## src/rtl/interval_channel_pkg.sv

```systemverilog
package interval_channel_pkg;

    typedef enum logic [2:0] {
        MD_TERM    = 3'd0,
        MD_ONESHOT = 3'd1,
        MD_RATE    = 3'd2,
        MD_SQUARE  = 3'd3,
        MD_SWSTB   = 3'd4,
        MD_HWSTB   = 3'd5
    } mode_t;

    typedef enum logic [1:0] {
        ST_RUN,
        ST_STROBE,
        ST_DONE,
        ST_CYCLE
    } state_t;

    function automatic mode_t norm_mode(input logic [2:0] code);
        unique case (code)
            3'd6:    return MD_RATE;
            3'd7:    return MD_SQUARE;
            default: return mode_t'(code);
        endcase
    endfunction

    function automatic logic is_periodic(input mode_t m);
        return (m == MD_RATE) || (m == MD_SQUARE);
    endfunction

    function automatic logic is_strobe(input mode_t m);
        return (m == MD_SWSTB) || (m == MD_HWSTB);
    endfunction

    function automatic logic is_gated(input mode_t m);
        return (m == MD_TERM) || (m == MD_SWSTB) || is_periodic(m);
    endfunction

    function automatic logic is_edge_mode(input mode_t m);
        return (m == MD_ONESHOT) || (m == MD_HWSTB) || is_periodic(m);
    endfunction

endpackage

```

## src/rtl/interval_gate_ctl.sv

```systemverilog
module interval_gate_ctl
    import interval_channel_pkg::*;
#(
    parameter logic GATE_RST = 1'b1
) (
    input  logic  clk,
    input  logic  rst_n,
    input  logic  gate_in,
    input  mode_t mode_q,
    output logic  tick_en,
    output logic  restart
);
    logic gate_q;

    always_ff @(posedge clk) begin
        if (!rst_n) gate_q <= GATE_RST;
        else        gate_q <= gate_in;
    end

    assign tick_en = is_gated(mode_q) ? gate_in : 1'b1;
    assign restart = gate_in && !gate_q && is_edge_mode(mode_q);
endmodule

```

## src/rtl/interval_seq_core.sv

```systemverilog
module interval_seq_core
    import interval_channel_pkg::*;
#(
    parameter int W = 16
) (
    input  logic         clk,
    input  logic         rst_n,
    input  logic         load_stb,
    input  logic [W-1:0] load_value,
    input  logic [2:0]   load_mode,
    input  logic         tick_en,
    input  logic         restart,
    input  logic         gate_in,
    output mode_t        mode_q,
    output logic [W:0]   init_q,
    output logic [W:0]   phase_q,
    output logic [W-1:0] cnt_q,
    output logic         out_wave
);
    localparam logic [W:0]   FULL = {1'b1, {W{1'b0}}};
    localparam logic [W-1:0] ONE  = {{(W-1){1'b0}}, 1'b1};

    state_t       st_q, st_d;
    mode_t        mode_d;
    logic [W:0]   init_d, phase_d, ph_inc, half;
    logic [W-1:0] cnt_d;

    always_ff @(posedge clk) begin
        if (!rst_n) begin
            st_q    <= ST_CYCLE;
            mode_q  <= MD_SQUARE;
            init_q  <= FULL;
            phase_q <= '0;
            cnt_q   <= '0;
        end else begin
            st_q    <= st_d;
            mode_q  <= mode_d;
            init_q  <= init_d;
            phase_q <= phase_d;
            cnt_q   <= cnt_d;
        end
    end

    always_comb begin
        st_d    = st_q;
        mode_d  = mode_q;
        init_d  = init_q;
        phase_d = phase_q;
        cnt_d   = cnt_q;
        ph_inc  = phase_q + 1'b1;
        if (load_stb) begin
            init_d  = (load_value == '0) ? FULL : {1'b0, load_value};
            mode_d  = norm_mode(load_mode);
            phase_d = '0;
            cnt_d   = load_value;
            st_d    = is_periodic(mode_d) ? ST_CYCLE : ST_RUN;
        end else if (restart) begin
            phase_d = '0;
            cnt_d   = init_q[W-1:0];
            st_d    = is_periodic(mode_q) ? ST_CYCLE : ST_RUN;
        end else if (tick_en) begin
            unique case (st_q)
                ST_RUN: begin
                    cnt_d = cnt_q - 1'b1;
                    if (cnt_q == ONE)
                        st_d = is_strobe(mode_q) ? ST_STROBE : ST_DONE;
                end
                ST_STROBE, ST_CYCLE: begin
                    if (is_periodic(mode_q)) begin
                        if (ph_inc == init_q) begin
                            phase_d = '0;
                            st_d    = (mode_q == MD_RATE) ? ST_STROBE : ST_CYCLE;
                        end else begin
                            phase_d = ph_inc;
                            st_d    = ST_CYCLE;
                        end
                    end else begin
                        cnt_d = cnt_q - 1'b1;
                        st_d  = ST_DONE;
                    end
                end
                ST_DONE: cnt_d = cnt_q - 1'b1;
                default: ;
            endcase
        end
    end

    assign half = {1'b0, init_q[W:1]} + {{W{1'b0}}, init_q[0]};

    always_comb begin
        unique case (st_q)
            ST_RUN:    out_wave = 1'b0;
            ST_STROBE: out_wave = 1'b1;
            ST_DONE:   out_wave = (mode_q == MD_TERM) || (mode_q == MD_ONESHOT);
            ST_CYCLE:  out_wave = (mode_q == MD_SQUARE) && (phase_q < half);
            default:   out_wave = 1'b0;
        endcase
        if (is_periodic(mode_q) && !gate_in) out_wave = 1'b1;
    end
endmodule

```

## src/rtl/interval_count_view.sv

```systemverilog
module interval_count_view
    import interval_channel_pkg::*;
#(
    parameter int W = 16
) (
    input  mode_t        mode_q,
    input  logic [W:0]   init_q,
    input  logic [W:0]   phase_q,
    input  logic [W-1:0] cnt_q,
    output logic [W-1:0] count_value
);
    logic [W+1:0] dbl, red, init_x;

    assign init_x = {1'b0, init_q};
    assign dbl    = {phase_q, 1'b0};
    assign red    = (dbl >= init_x) ? (dbl - init_x) : dbl;

    always_comb begin
        unique case (mode_q)
            MD_RATE:   count_value = W'(init_q - phase_q);
            MD_SQUARE: count_value = W'(init_x - red);
            default:   count_value = cnt_q;
        endcase
    end
endmodule

```

## src/rtl/interval_channel.sv

```systemverilog
module interval_channel
    import interval_channel_pkg::*;
#(
    parameter int   W        = 16,
    parameter logic GATE_RST = 1'b1
) (
    input  logic         clk,
    input  logic         rst_n,
    input  logic         load_stb,
    input  logic [W-1:0] load_value,
    input  logic [2:0]   load_mode,
    input  logic         gate_in,
    output logic         out_wave,
    output logic [W-1:0] count_value
);
    mode_t        mode_q;
    logic [W:0]   init_q, phase_q;
    logic [W-1:0] cnt_q;
    logic         tick_en, restart;

    interval_gate_ctl #(.GATE_RST(GATE_RST)) i_gate (
        .clk(clk), .rst_n(rst_n), .gate_in(gate_in), .mode_q(mode_q),
        .tick_en(tick_en), .restart(restart)
    );

    interval_seq_core #(.W(W)) i_core (
        .clk(clk), .rst_n(rst_n), .load_stb(load_stb), .load_value(load_value),
        .load_mode(load_mode), .tick_en(tick_en), .restart(restart),
        .gate_in(gate_in), .mode_q(mode_q), .init_q(init_q), .phase_q(phase_q),
        .cnt_q(cnt_q), .out_wave(out_wave)
    );

    interval_count_view #(.W(W)) i_view (
        .mode_q(mode_q), .init_q(init_q), .phase_q(phase_q), .cnt_q(cnt_q),
        .count_value(count_value)
    );
endmodule

```

## config.mk

```make
export PLATFORM = sky130hd
export DESIGN_NAME = interval_channel
export DESIGN_NICKNAME = d
export VERILOG_FILES = /design/src/rtl/interval_channel_pkg.sv /design/src/rtl/interval_gate_ctl.sv /design/src/rtl/interval_seq_core.sv /design/src/rtl/interval_count_view.sv /design/src/rtl/interval_channel.sv
export SDC_FILE = /design/constraint.sdc
export NUM_CORES = 1
export LEC_CHECK = 0
export ABC_CLOCK_PERIOD_IN_PS = 11700
export BUFFER_PORTS_ARGS = -buffer_cell sky130_fd_sc_hd__buf_2
export CORE_MARGIN = 4
export CORE_UTILIZATION = 31
export DETAILED_ROUTE_END_ITERATION = 12
export PLACE_DENSITY = 0.45
export SLEW_MARGIN = 25
export SYNTH_ARGS = -nofsm -noshare
export SYNTH_HDL_FRONTEND = slang
export SYNTH_SLANG_ARGS = --single-unit
```

## constraint.sdc

```tcl
create_clock -name clk -period 11.7 [get_ports clk]
set_clock_uncertainty 0.1 [all_clocks]
set_input_delay 0.585 -clock clk [delete_from_list [all_inputs] [get_ports clk]]
set_output_delay 0.585 -clock clk [all_outputs]
set_load 0.01 [all_outputs]
```

After elaboration in Yosys (flattened, before gate mapping)
Index checks and enable logic that the tools add are counted.
W data, S select, Z words.

storage, ports and cells
  word-level logic and storage cells = 81
  output and inout port bits = 17
  input bits = 23
  flip-flop bits (word level) = 56

operators by class
  add/subtract/negate cells = 6
  bitwise gates (word level) = 1
  reduce and logical (&&, ||, !) cells = 25
  magnitude comparators = 2
  multiplexer cells = 25
  equality and inequality tests = 16

operator list
  cell                     count
  $mux W16                 5
  $pmux W16 S2             2
  $sub A16 B16 Y16         3
  $mux W17                 2
  $mux W2                  10
  $ge A18 B17 Y1           1
  $add A16 B1 Y17          1
  $add A17 B1 Y17 const B  1
  $eq A17 B17 Y1           1
  $lt A17 B17 Y1           1
  $eq A16 B1 Y1 const B    1
  $logic_not A16 Y1        1
  $sub A16 B1 Y16 const B  1
  $eq A3 B2 Y1 const B     4
  $eq A3 B3 Y1 const B     4
  $logic_or A1 B1 Y1       8
  $pmux W3 S2              1
  $reduce_and A3 Y1        2
  $eq A2 B2 Y1 const B     2
  $logic_and A1 B1 Y1      4
  $ne A4 B2 Y1 const B     1
  $ne A4 B3 Y1 const B     1
  $pmux W1 S4              1
  $pmux W2 S2              1
  other kinds (13)         16

Longest topological paths before layout
Gate-level depths: netlist (run 1).

  depth after elaboration = 8
  gate-level depth with buffers = 24
  depth with buffers taken out = 21

Hierarchy
From an unflattened synthesis (run 1), not the netlist that was laid out.

second synthesis, totals
  cells, all modules = 856
  area total of the unflattened synthesis = 6197.2 um^2

modules (own cells, without submodules)
  module               cells an instance  instances  area an instance (um^2)  seq. area each (um^2)
  interval_seq_core    552                1          4175.3                   1101.1
  interval_count_view  297                1          1961.9                   0.0
  interval_gate_ctl    7                  1          60.1                     20.0

Worst setup path before layout (run 1)
Ideal clock, no wire load.

  path kind = reg-to-output
  start point = register i_core.init_q[1]
  end point = output port count_value[15]
  required time = 11.015 ns
  cell stages (with the launch flop) = 22
  slack = 6.171 ns
  arrival = 4.844 ns
  buffers on the path = 2
  cell sequence = dfxtp_1 > inv_1 > fa_1 > a21oi_1 > nor2_1 > o311ai_0 > a211oi_1 > o211ai_1 > and2_1 > clkbuf_1 > clkbuf_1 > nand2_1 > a21oi_1 > a21oi_1 > ha_1 > and3_1 > a221o_1 > a41o_1 > o211a_1 > o311ai_1 > xor2_1 > o21ai_0

on the way
  word-level cells in the longest chain between the ends = 4
  elaborated cells on any way between the ends = 6
  those cells by class = add/sub: 3; order compare: 1; mux: 2

ends and longest elaborated chain
  what                                                       RTL line                   RTL
  start, declared                                            interval_seq_core.sv:15    output logic [W:0] init_q,
  start signal, assigned                                     interval_seq_core.sv:38    init_q <= init_d;
  $sub A16 B16 Y16 / $ge A18 B17 Y1 (equally long branches)  interval_count_view.sv:16  assign red = (dbl >= init_x) ? (dbl - init_x) : dbl;
  $mux W16                                                   interval_count_view.sv:16
  $sub A16 B16 Y16                                           interval_count_view.sv:21  MD_SQUARE: count_value = W'(init_x - red);
  $pmux W16 S2 *                                             interval_count_view.sv:19  unique case (mode_q)
  end, declared                                              interval_channel.sv:14     output logic [W-1:0] count_value

Every way passes the cells marked *; elsewhere a longest branch is shown, timed or not.

Worst setup path after layout (run 1)
Ends and elaborated chain as after synthesis.

==> flow_metrics.env, run 1 <==
export IMPL_cts_htree_levels=2
export IMPL_ir_drop_v=0.0000581
export IMPL_start_util_pct=32.0
export IMPL_post_route_drc_count=0
export IMPL_first_pass_iters=4
export IMPL_track_usage_pct=17.5
export IMPL_core_area_um2=19000
export IMPL_critical_path_class="flop to output pin"
export IMPL_layout_commonest_cell="a21oi_1"
export IMPL_hold_buffers=0
export IMPL_grt_pass1_vias=5694
export IMPL_rows=50
export IMPL_grt_max_degree=56
export IMPL_die_area_um2=21900
export IMPL_max_slew_margin_rel_pct=41.4
export IMPL_drt_total_wl_mm=19.3
export IMPL_ioPinCount=40
export IMPL_clock_tree_buffer_depth=2
export IMPL_yosysTopAreaCellShare_pct=18.4
export IMPL_fin_nets=917
export IMPL_vias=5863
export IMPL_final_setup_tns_ns=0
export IMPL_worstReg2RegEnd="i_core.phase_q[5]$_SDFFE_PP0P_"
export IMPL_synthArstFlopShare_pct=0
export IMPL_r2r_slack_ns=8.08
export IMPL_antenna_found_initial=0
export IMPL_synth_largest_area_cell="dfxtp_1"
export IMPL_placedCellCount=1092
export IMPL_cap_viol_max_count=0
export IMPL_fin_cells=1100
export IMPL_antenna_diode_count=0
export IMPL_fin_crit_ns=6.84
export IMPL_cts_buffers_inserted=5
export IMPL_syn_instance_count=840
export IMPL_p_total_mw=0.619
export IMPL_gp_congestion=0.890
export IMPL_worstHoldEndpoint="i_core.mode_q[0]$_SDFFE_PN1P_"
export IMPL_hold_class="input port to flop"
export IMPL_fp_dieH_um=148
export IMPL_r2r_cells=11
export IMPL_finalSetupViolCount=0
export IMPL_grt_first_pass_wirelength_mm=31.0
export IMPL_rsz0062_at_grt="false"
export IMPL_worst_setup_path_end_kind="output pin"
export IMPL_cts_tree="yes"
export IMPL_required_ns=11.02
export IMPL_routed_via_density=5.33
export IMPL_final_max_slew_viol_count=0
export IMPL_synthTopCellsByArea="dfxtp_1 (18%), ha_1 (11%), a21oi_1 (8.3%)"
export IMPL_clkTransAtPathRegs_ns=0.09
export IMPL_routedWlPerCell_um=17.6
export IMPL_crit_path_start_kind="flop"
export IMPL_synth_seq_cells=56
export IMPL_cts_setup_buffers=0
export IMPL_clkLatencyLatePin_ns=0.32
export IMPL_fmax_mhz=146
export IMPL_crit_start="i_core.init_q[1]$_SDFFE_PN0P_"
export IMPL_cts_sinks=56
export IMPL_drtAntennaViolNets=0
export IMPL_hold_path_startpoint="load_mode[0]"
export IMPL_overflow=0
export IMPL_yosysUniqueCellTypes=71
export IMPL_hold_viol_final=0
export IMPL_status="complete, no violations"
export IMPL_yosysSeqAreaShare_pct=18.4
export IMPL_layout_worst_path_cycle_share_pct=58.4
export IMPL_syn_area_um2=6080
export IMPL_yosysWarnings=0
export IMPL_area_delta_synth_final_pct=8.11
export IMPL_fin_util_pct=34.6
export IMPL_p_leak_nw=2.45
export IMPL_tightest_slew_ns=0.877
export IMPL_placement_io_buffers=39
export IMPL_r2r_start="i_core.phase_q[0]$_SDFFE_PP0P_"
export IMPL_hpwl_mm=14.7
export IMPL_dr_first_iter_drc_count=337
export IMPL_fillers=2121
export IMPL_avgSynthCellArea_um2=7.24
export IMPL_drive_above_1_share_pct=8.10
export IMPL_syn_nets=918
export IMPL_hold_slack_ns=0.391
export IMPL_final_cell_mix="a21oi_1 (101), nand2_1 (78), o21ai_0 (66), nor2_1 (59), dfxtp_1 (56)"
export IMPL_power_density_nw_per_um2=94.2
export IMPL_synth_edf_count=0
export IMPL_clockRootBuffer="clkbuf_16"
export IMPL_critPathMaxFanout=17
export IMPL_cts_resized=0
export IMPL_min_path_cells=3
export IMPL_die_x_um=148
export IMPL_synthFlopType="dfxtp_1"
export IMPL_arrival_ns=6.15
## power by group
group | internal [mW] | total [mW] | switching [mW]
clock | 0.0820 | 0.172 | 0.0904
sequential | 0.202 | 0.224 | 0.0221
combinational | 0.0920 | 0.222 | 0.130
total | 0.376 | 0.619 | 0.243
## worst max-delay path by stage
stage	to	slack, ns	cells after the start
global route	count_value[15]	4.39	21
CTS	count_value[15]	4.85	21
global placement	count_value[15]	5.31	21
finish	count_value[15]	4.86	21
detailed placement	count_value[15]	5.23	21
floorplan	count_value[15]	6.17	21
## layer usage
layer,up-vias,GRT usage [%],wire [µm]
met5,-,0,0
met4,0,4.06,308
met3,16,2.36,671
met2,108,28.1,8590
met1,2695,24.8,9740
li1,3044,-,-
## critical path, cell delays in order (launching register included)
cell	delay [ns]
dfxtp_1	0.52
inv_1	0.13
fa_1	0.41
a21oi_1	0.23
nor2_1	0.09
o311ai_0	0.52
a211oi_1	0.15
o211ai_1	0.28
and2_1	0.56
nand2_1	0.11
a21oi_1	0.14
a21oi_1	0.07
ha_1	0.38
a2111oi_0	0.39
nand2b_1	0.13
a221o_1	0.36
a41o_1	0.30
o211a_1	0.24
o311ai_1	0.32
xor2_1	0.11
o21ai_0	0.20
buf_2	0.17
## layout make-up
| class | instances | area (µm²) | share of cell area (%) |
|---|---|---|---|
| clock buffers | 5 | 125 | 1.90 |
| clock inverters | 3 | 27.5 | 0.419 |
| inverters | 35 | 131 | 2.00 |
| multi-input cells | 696 | 4600 | 70.0 |
| flip-flops and latches | 56 | 1120 | 17.1 |
| well taps | 260 | 325 | 4.95 |
| repair buffers | 45 | 240 | 3.66 |
## Yosys cell counts, types with 4 or more instances
master     instances
nor2_1            59
nor3_1            17
and3_1             9
or4_1              6
a21oi_1          101
nand3_1           20
inv_1             34
a21o_1            12
mux2i_1           17
a211oi_1          20
a31oi_1            9
o21bai_1           4
clkbuf_1          41
nand2_1           78
ha_1              53
o21ai_0           66
o2111ai_1          4
xor2_1            19
dfxtp_1           56
o21a_1             6
or3_1             12
nand2b_1          12
xnor2_1           48
a211o_1            4
nor2b_1           25
o211ai_1          11
buf_4              5
o31ai_1            6
nor4_1            10
nand4_1           11
## state kept, by name (all words and copies together) (netlist names)
| name | count |
|---|---|
| i_core.mode_q | 3 |
| i_core.init_q | 17 |
| i_core.cnt_q | 16 |
| i_core.phase_q | 17 |
| i_gate.gate_q | 1 |
| i_core.st_q | 2 |
## stage by stage
stage | instance area (µm²) | worst slack [ns]
after CTS | 6570 | 4.85
after floorplan | 6080 | 6.17
after global placement | 6420 | 5.31
final | 6570 | 4.86
after global routing | 6570 | 4.39
after detailed placement | 6420 | 5.23
## logic make-up (layout without fill, tap and decap cells)
kind of cell,count (synthesis),count (layout),share of synthesized area (%)
buf+inv,88,88,5.93
fa+ha+maj,55,55,11.6
xor+xnor,67,67,9.65
flops,56,56,18.4
compound gates,272,272,27.3
mux,18,18,2.98
simple gates,284,284,24.1
(Power assumes the default switching activity.)
==> inputs of run 2 (changes only) <==
--- a/config.mk
+++ b/config.mk
@@ -5,7 +5,7 @@
 export SDC_FILE = /design/constraint.sdc
 export NUM_CORES = 1
 export LEC_CHECK = 0
-export ABC_CLOCK_PERIOD_IN_PS = 11700
+export ABC_CLOCK_PERIOD_IN_PS = 7000
 export BUFFER_PORTS_ARGS = -buffer_cell sky130_fd_sc_hd__buf_2
 export CORE_MARGIN = 4
 export CORE_UTILIZATION = 31
==> constraint.sdc (replaced) <==
create_clock -name clk -period 7 [get_ports clk]
set_clock_uncertainty 0.1 [all_clocks]
set_input_delay 0.35 -clock clk [delete_from_list [all_inputs] [get_ports clk]]
set_output_delay 0.35 -clock clk [all_outputs]
set_load 0.01 [all_outputs]
==> flow_metrics.env, run 2 (synthesis gave the netlist of run 1 again) <==
export IMPL_final_cell_mix="a21oi_1 (101), nand2_1 (78), o21ai_0 (66), nor2_1 (59), dfxtp_1 (56)"
export IMPL_critPathMaxFanout=17
export IMPL_r2r_cells=11
export IMPL_fmax_mhz=156
export IMPL_final_setup_tns_ns=0
export IMPL_cp_cell_sequence="inv_1, fa_1, a21oi_1, nor2_1, o311ai_0, a211oi_1, o211ai_1, and2_2, nand2_1, a21oi_1, a21oi_1, ha_1, a2111oi_0, nand2b_1, a221o_1, a41o_1, o211a_1, o311ai_1, xor2_1, o21ai_0, buf_2"
export IMPL_r2r_slack_ns=3.40
export IMPL_top_regs="i_core.init_q: 17 flops, i_core.phase_q: 17 flops, i_core.cnt_q: 16 flops"
export IMPL_p_total_mw=1.09
export IMPL_antenna_found_initial=0
export IMPL_first_pass_iters=5
export IMPL_slowest_stage="o311ai_0"
export IMPL_drtAntennaViolNets=0
export IMPL_final_max_slew_viol_count=0
export IMPL_drt_total_wl_mm=19.5
export IMPL_overflow=0
export IMPL_max_slew_margin_rel_pct=51.3
export IMPL_dpl_instance_area_um2=6540
export IMPL_hold_class="input port to flop"
export IMPL_post_route_drc_count=0
export IMPL_arrival_ns=5.95
export IMPL_power_density_nw_per_um2=162
export IMPL_clkTransAtPathRegs_ns=0.08
export IMPL_fp_dieH_um=148
export IMPL_die_x_um=148
export IMPL_dr_first_iter_drc_count=415
export IMPL_layout_worst_path_cycle_share_pct=91.5
export IMPL_start_util_pct=32.0
export IMPL_finalSetupViolCount=0
export IMPL_crit_start="i_core.init_q[1]$_SDFFE_PN0P_"
export IMPL_p_leak_nw=2.56
export IMPL_layout_commonest_cell="a21oi_1"
export IMPL_fin_crit_ns=6.40
export IMPL_placedCellCount=1108
export IMPL_hold_slack_ns=0.165
export IMPL_drive_above_1_share_pct=9.82
export IMPL_cts_buffers_inserted=5
export IMPL_postLayoutSetupSlackWorst_ns=0.596
export IMPL_dp_slack_ns=0.819
export IMPL_cpPeakStageDelay_ns=0.54
export IMPL_crit_path_start_kind="flop"
export IMPL_core_area_um2=19000
export IMPL_hold_buffers=0
export IMPL_clockRootBuffer="clkbuf_16"
export IMPL_required_ns=6.55
export IMPL_design_area_um2=6730
export IMPL_cts_sinks=56
export IMPL_clock_tree_buffer_depth=2
export IMPL_clkLatencyLatePin_ns=0.31
export IMPL_status="complete, no violations"
export IMPL_worst_setup_path_end_kind="output pin"
export IMPL_ir_drop_v=0.0000915
export IMPL_grt_first_pass_wirelength_mm=31.5
export IMPL_routedWlPerCell_um=17.4
export IMPL_fillers=2101
export IMPL_worstReg2RegEnd="i_core.phase_q[5]$_SDFFE_PP0P_"
export IMPL_cap_viol_max_count=0
export IMPL_track_usage_pct=17.9
export IMPL_routed_via_density=5.36
export IMPL_cts_setup_buffers=0
export IMPL_area_delta_synth_final_pct=10.6
export IMPL_hold_viol_final=0
export IMPL_die_area_um2=21900
export IMPL_cts_resized=0
export IMPL_ioPinCount=40
export IMPL_gp_congestion=0.896
export IMPL_grt_max_degree=56
export IMPL_fin_cells=1115
export IMPL_tightest_slew_ns=0.730
export IMPL_cts_htree_levels=2
export IMPL_antenna_diode_count=0
export IMPL_cts_tree="yes"
export IMPL_placement_io_buffers=39
export IMPL_hpwl_mm=15.1
export IMPL_fin_util_pct=35.4
export IMPL_rsz0062_at_grt="false"
export IMPL_critical_path_endpoint="count_value[15]"
export IMPL_vias=5974
export IMPL_fin_nets=933
export IMPL_grt_pass1_vias=5696
export IMPL_r2r_start="i_core.phase_q[0]$_SDFFE_PP0P_"
export IMPL_rows=50
export IMPL_cp_common_cell="a21oi_1"
export IMPL_critical_path_class="flop to output pin"
[run 2: cell count changes in the layout (fill, tap and decap cells not counted), sizes merged]
cell      previous run  this run
clkinv               2         1
clkinvlp             1         0
bufinv               0         2
inv                 35        34
buf                 45        61
[run 2: where the power goes]
group / total [mW] / leakage (nW) / switching [mW] / internal, mW
registers: 0.369 / 0.460 / 0.0310 / 0.338
logic: 0.382 / 2.01 / 0.224 / 0.158
clock network: 0.341 / 0.0899 / 0.137 / 0.204
total: 1.09 / 2.56 / 0.392 / 0.699
[run 2: worst min path at each step]
stage                     cells after the start                            start                              end  slack (ns)
final                                         3                     load_mode[0]    i_core.mode_q[0]$_SDFFE_PN1P_        0.16
after global routing                          3                     load_mode[0]    i_core.mode_q[0]$_SDFFE_PN1P_        0.19
after CTS                                     3                     load_mode[0]    i_core.mode_q[0]$_SDFFE_PN1P_        0.16
after detailed placement                      2  i_core.phase_q[16]$_SDFFE_PP0P_  i_core.phase_q[16]$_SDFFE_PP0P_        0.43
after global placement                        2  i_core.phase_q[16]$_SDFFE_PP0P_  i_core.phase_q[16]$_SDFFE_PP0P_        0.44
after floorplan                               2                     load_mode[0]    i_core.mode_q[0]$_SDFFE_PN1P_        0.38
[run 2: worst max-delay path, delay by kind of cell, from the launching register on]
| family | cells | cell delay [ns] |
|---|---|---|
| XOR/XNOR | 1 | 0.12 |
| adder cells (fa/ha/maj) | 2 | 0.76 |
| AND/OR/NAND/NOR | 4 | 0.73 |
| flip-flops | 1 | 0.51 |
| AO/OA/AOI/OAI | 12 | 3.23 |
| buffers and inverters | 2 | 0.30 |
[run 2: area by class of cell]
class                   instances  area (µm²)  share of cell area (%)
repair buffers                 61         360                    5.36
multi-input cells             696        4600                    68.4
clock buffers                   5         125                    1.86
inverters                      35         131                    1.95
flip-flops and latches         56        1120                    16.7
well taps                     260         325                    4.84
clock inverters                 2        60.1                   0.893
[run 2: layer usage]
layer | vias to the layer above | track usage (%) | part of all wire, %
met2 | 118 | 28.0 | 44
met4 | 0 | 4.39 | 2.0
met5 | - | 0 | 0
met3 | 17 | 2.15 | 3.3
li1 | 3069 | - | -
met1 | 2770 | 26.1 | 50
==> inputs of run 3 (changes only) <==
==> constraint.sdc (replaced) <==
create_clock -name clk -period 7 [get_ports clk]
set_clock_uncertainty 0.1 [all_clocks]
set_input_delay 1.4 -clock clk [delete_from_list [all_inputs] [get_ports clk]]
set_output_delay 1.4 -clock clk [all_outputs]
set_load 0.01 [all_outputs]
==> flow_metrics.env, run 3 (synthesis gave the netlist of run 1 again) <==
export IMPL_multiInputGateArea_um2=4620
export IMPL_crit_path_start_kind="flop"
export IMPL_max_slew_margin_rel_pct=56.2
export IMPL_layout_commonest_cell="a21oi_1"
export IMPL_cts_sinks=56
export IMPL_final_max_slew_viol_count=0
export IMPL_post_route_drc_count=0
export IMPL_layout_worst_path_cycle_share_pct=95.6
export IMPL_critPathMaxFanout=7
export IMPL_grt_max_degree=56
export IMPL_clkLatencyLatePin_ns=0.32
export IMPL_fmax_mhz=149
export IMPL_grt_pass1_vias=5619
export IMPL_clockRootBuffer="clkbuf_16"
export IMPL_fp_dieH_um=148
export IMPL_placement_io_buffers=39
export IMPL_dpl_instance_area_um2=6670
export IMPL_critical_path_class="flop to output pin"
export IMPL_first_pass_iters=5
export IMPL_clock_tree_buffer_depth=2
export IMPL_die_x_um=148
export IMPL_p_total_mw=1.06
export IMPL_status="complete, no violations"
export IMPL_track_usage_pct=18.2
export IMPL_hold_buffers=0
export IMPL_drtAntennaViolNets=0
export IMPL_design_area_um2=6860
export IMPL_start_util_pct=32.0
export IMPL_fin_nets=952
export IMPL_fin_crit_ns=6.69
export IMPL_cts_tree="yes"
export IMPL_clkTransAtPathRegs_ns=0.09
export IMPL_ir_drop_v=0.000104
export IMPL_power_density_nw_per_um2=154
export IMPL_tightest_slew_ns=0.658
export IMPL_hpwl_mm=15.7
export IMPL_worst_setup_path_end_kind="output pin"
export IMPL_top_regs="i_core.init_q: 17 flops, i_core.phase_q: 17 flops, i_core.cnt_q: 16 flops"
export IMPL_postLayoutSetupSlackWorst_ns=0.308
export IMPL_drive_above_1_share_pct=12.5
export IMPL_cts_buffers_inserted=5
export IMPL_required_ns=5.50
export IMPL_routed_via_density=5.26
export IMPL_overflow=0
export IMPL_vias=5970
export IMPL_dr_first_iter_drc_count=403
export IMPL_hold_class="flop to flop"
export IMPL_drt_total_wl_mm=20.1
export IMPL_die_area_um2=21900
export IMPL_cts_htree_levels=2
export IMPL_cap_viol_max_count=0
export IMPL_ioPinCount=40
export IMPL_core_area_um2=19000
export IMPL_finalSetupViolCount=0
export IMPL_arrival_ns=5.19
export IMPL_hold_viol_final=0
export IMPL_register_area_um2=1120
export IMPL_fillers=2078
export IMPL_final_cell_mix="a21oi_1 (99), nand2_1 (77), o21ai_0 (64), nor2_1 (59), dfxtp_1 (56)"
export IMPL_gp_congestion=0.904
export IMPL_grt_first_pass_wirelength_mm=31.8
export IMPL_antenna_found_initial=0
export IMPL_area_delta_synth_final_pct=12.9
export IMPL_dp_slack_ns=0.315
export IMPL_p_leak_nw=2.65
export IMPL_rows=50
export IMPL_routedWlPerCell_um=17.7
export IMPL_antenna_diode_count=0
## run 3: cell type report
cell class                 count  area share, %
multi-input combinational    696           67.4
sequential                    56           16.3
timing repair buffer          80           7.33
tap                          260           4.74
clock buffer                   6           2.02
inverter                      35           1.92
clock inverter                 2          0.255
## run 3: repair_timing
item,in CTS,in global routing
pin swaps,0,3
setup buffers,0,1
setup endpoints to repair,1,5
gates resized for setup,3,9
## run 3: metal layers
metal | vias up | GRT usage [%] | wire length [µm]
met2 | 121 | 28.5 | 8810
met4 | 0 | 3.33 | 212
li1 | 3103 | - | -
met1 | 2732 | 27.0 | 10300
met3 | 14 | 2.05 | 712
met5 | - | 0 | 0
## run 3: per-stage QoR
stage / setup TNS (ns) / hold slack (ns) / utilization, % / std cells
2_1_floorplan: 0 / 0.381 / - / 840
3_3_place_gp: 0 / 0.453 / 35.1 / 1126
3_5_place_dp: 0 / 0.459 / 35.1 / 1126
4_1_cts: 0 / 0.473 / 35.9 / 1134
5_1_grt: -0.0349 / 0.495 / 36.1 / 1135
6_report: 0 / 0.476 / 36.1 / 1135
## run 3: critical path, cell delays in order (launching register included)
cell	delay, ns
dfxtp_1	0.33
inv_1	0.09
fa_1	0.45
a21oi_2	0.20
nor2_1	0.08
o311ai_2	0.28
a211oi_1	0.13
o211ai_1	0.30
and2_4	0.24
nand2_1	0.06
a21oi_1	0.12
a21oi_1	0.06
ha_1	0.35
a2111oi_1	0.37
nand2b_1	0.13
a221o_1	0.36
a41o_1	0.30
o211a_1	0.24
o311ai_1	0.30
xor2_1	0.12
o21ai_1	0.17
buf_2	0.16
## run 3: where the power goes
part | leakage [nW] | switching [mW] | internal, mW
clock network | 0.0779 | 0.149 | 0.146
logic | 2.11 | 0.237 | 0.165
registers | 0.460 | 0.0232 | 0.338
## run 3: path summary, 6_finish.rpt
| path | start | slack (ns) | cells past startpoint | to |
|---|---|---|---|---|
| max reg2reg | i_core.phase_q[0]$_SDFFE_PP0P_ | 3.34 | 12 | i_core.phase_q[0]$_SDFFE_PP0P_ |
| min | i_core.phase_q[16]$_SDFFE_PP0P_ | 0.48 | 2 | i_core.phase_q[16]$_SDFFE_PP0P_ |
| max | i_core.init_q[0]$_SDFFE_PN0P_ | 0.31 | 21 | count_value[15] |
| min reg2reg | i_core.phase_q[16]$_SDFFE_PP0P_ | 0.48 | 2 | i_core.phase_q[16]$_SDFFE_PP0P_ |
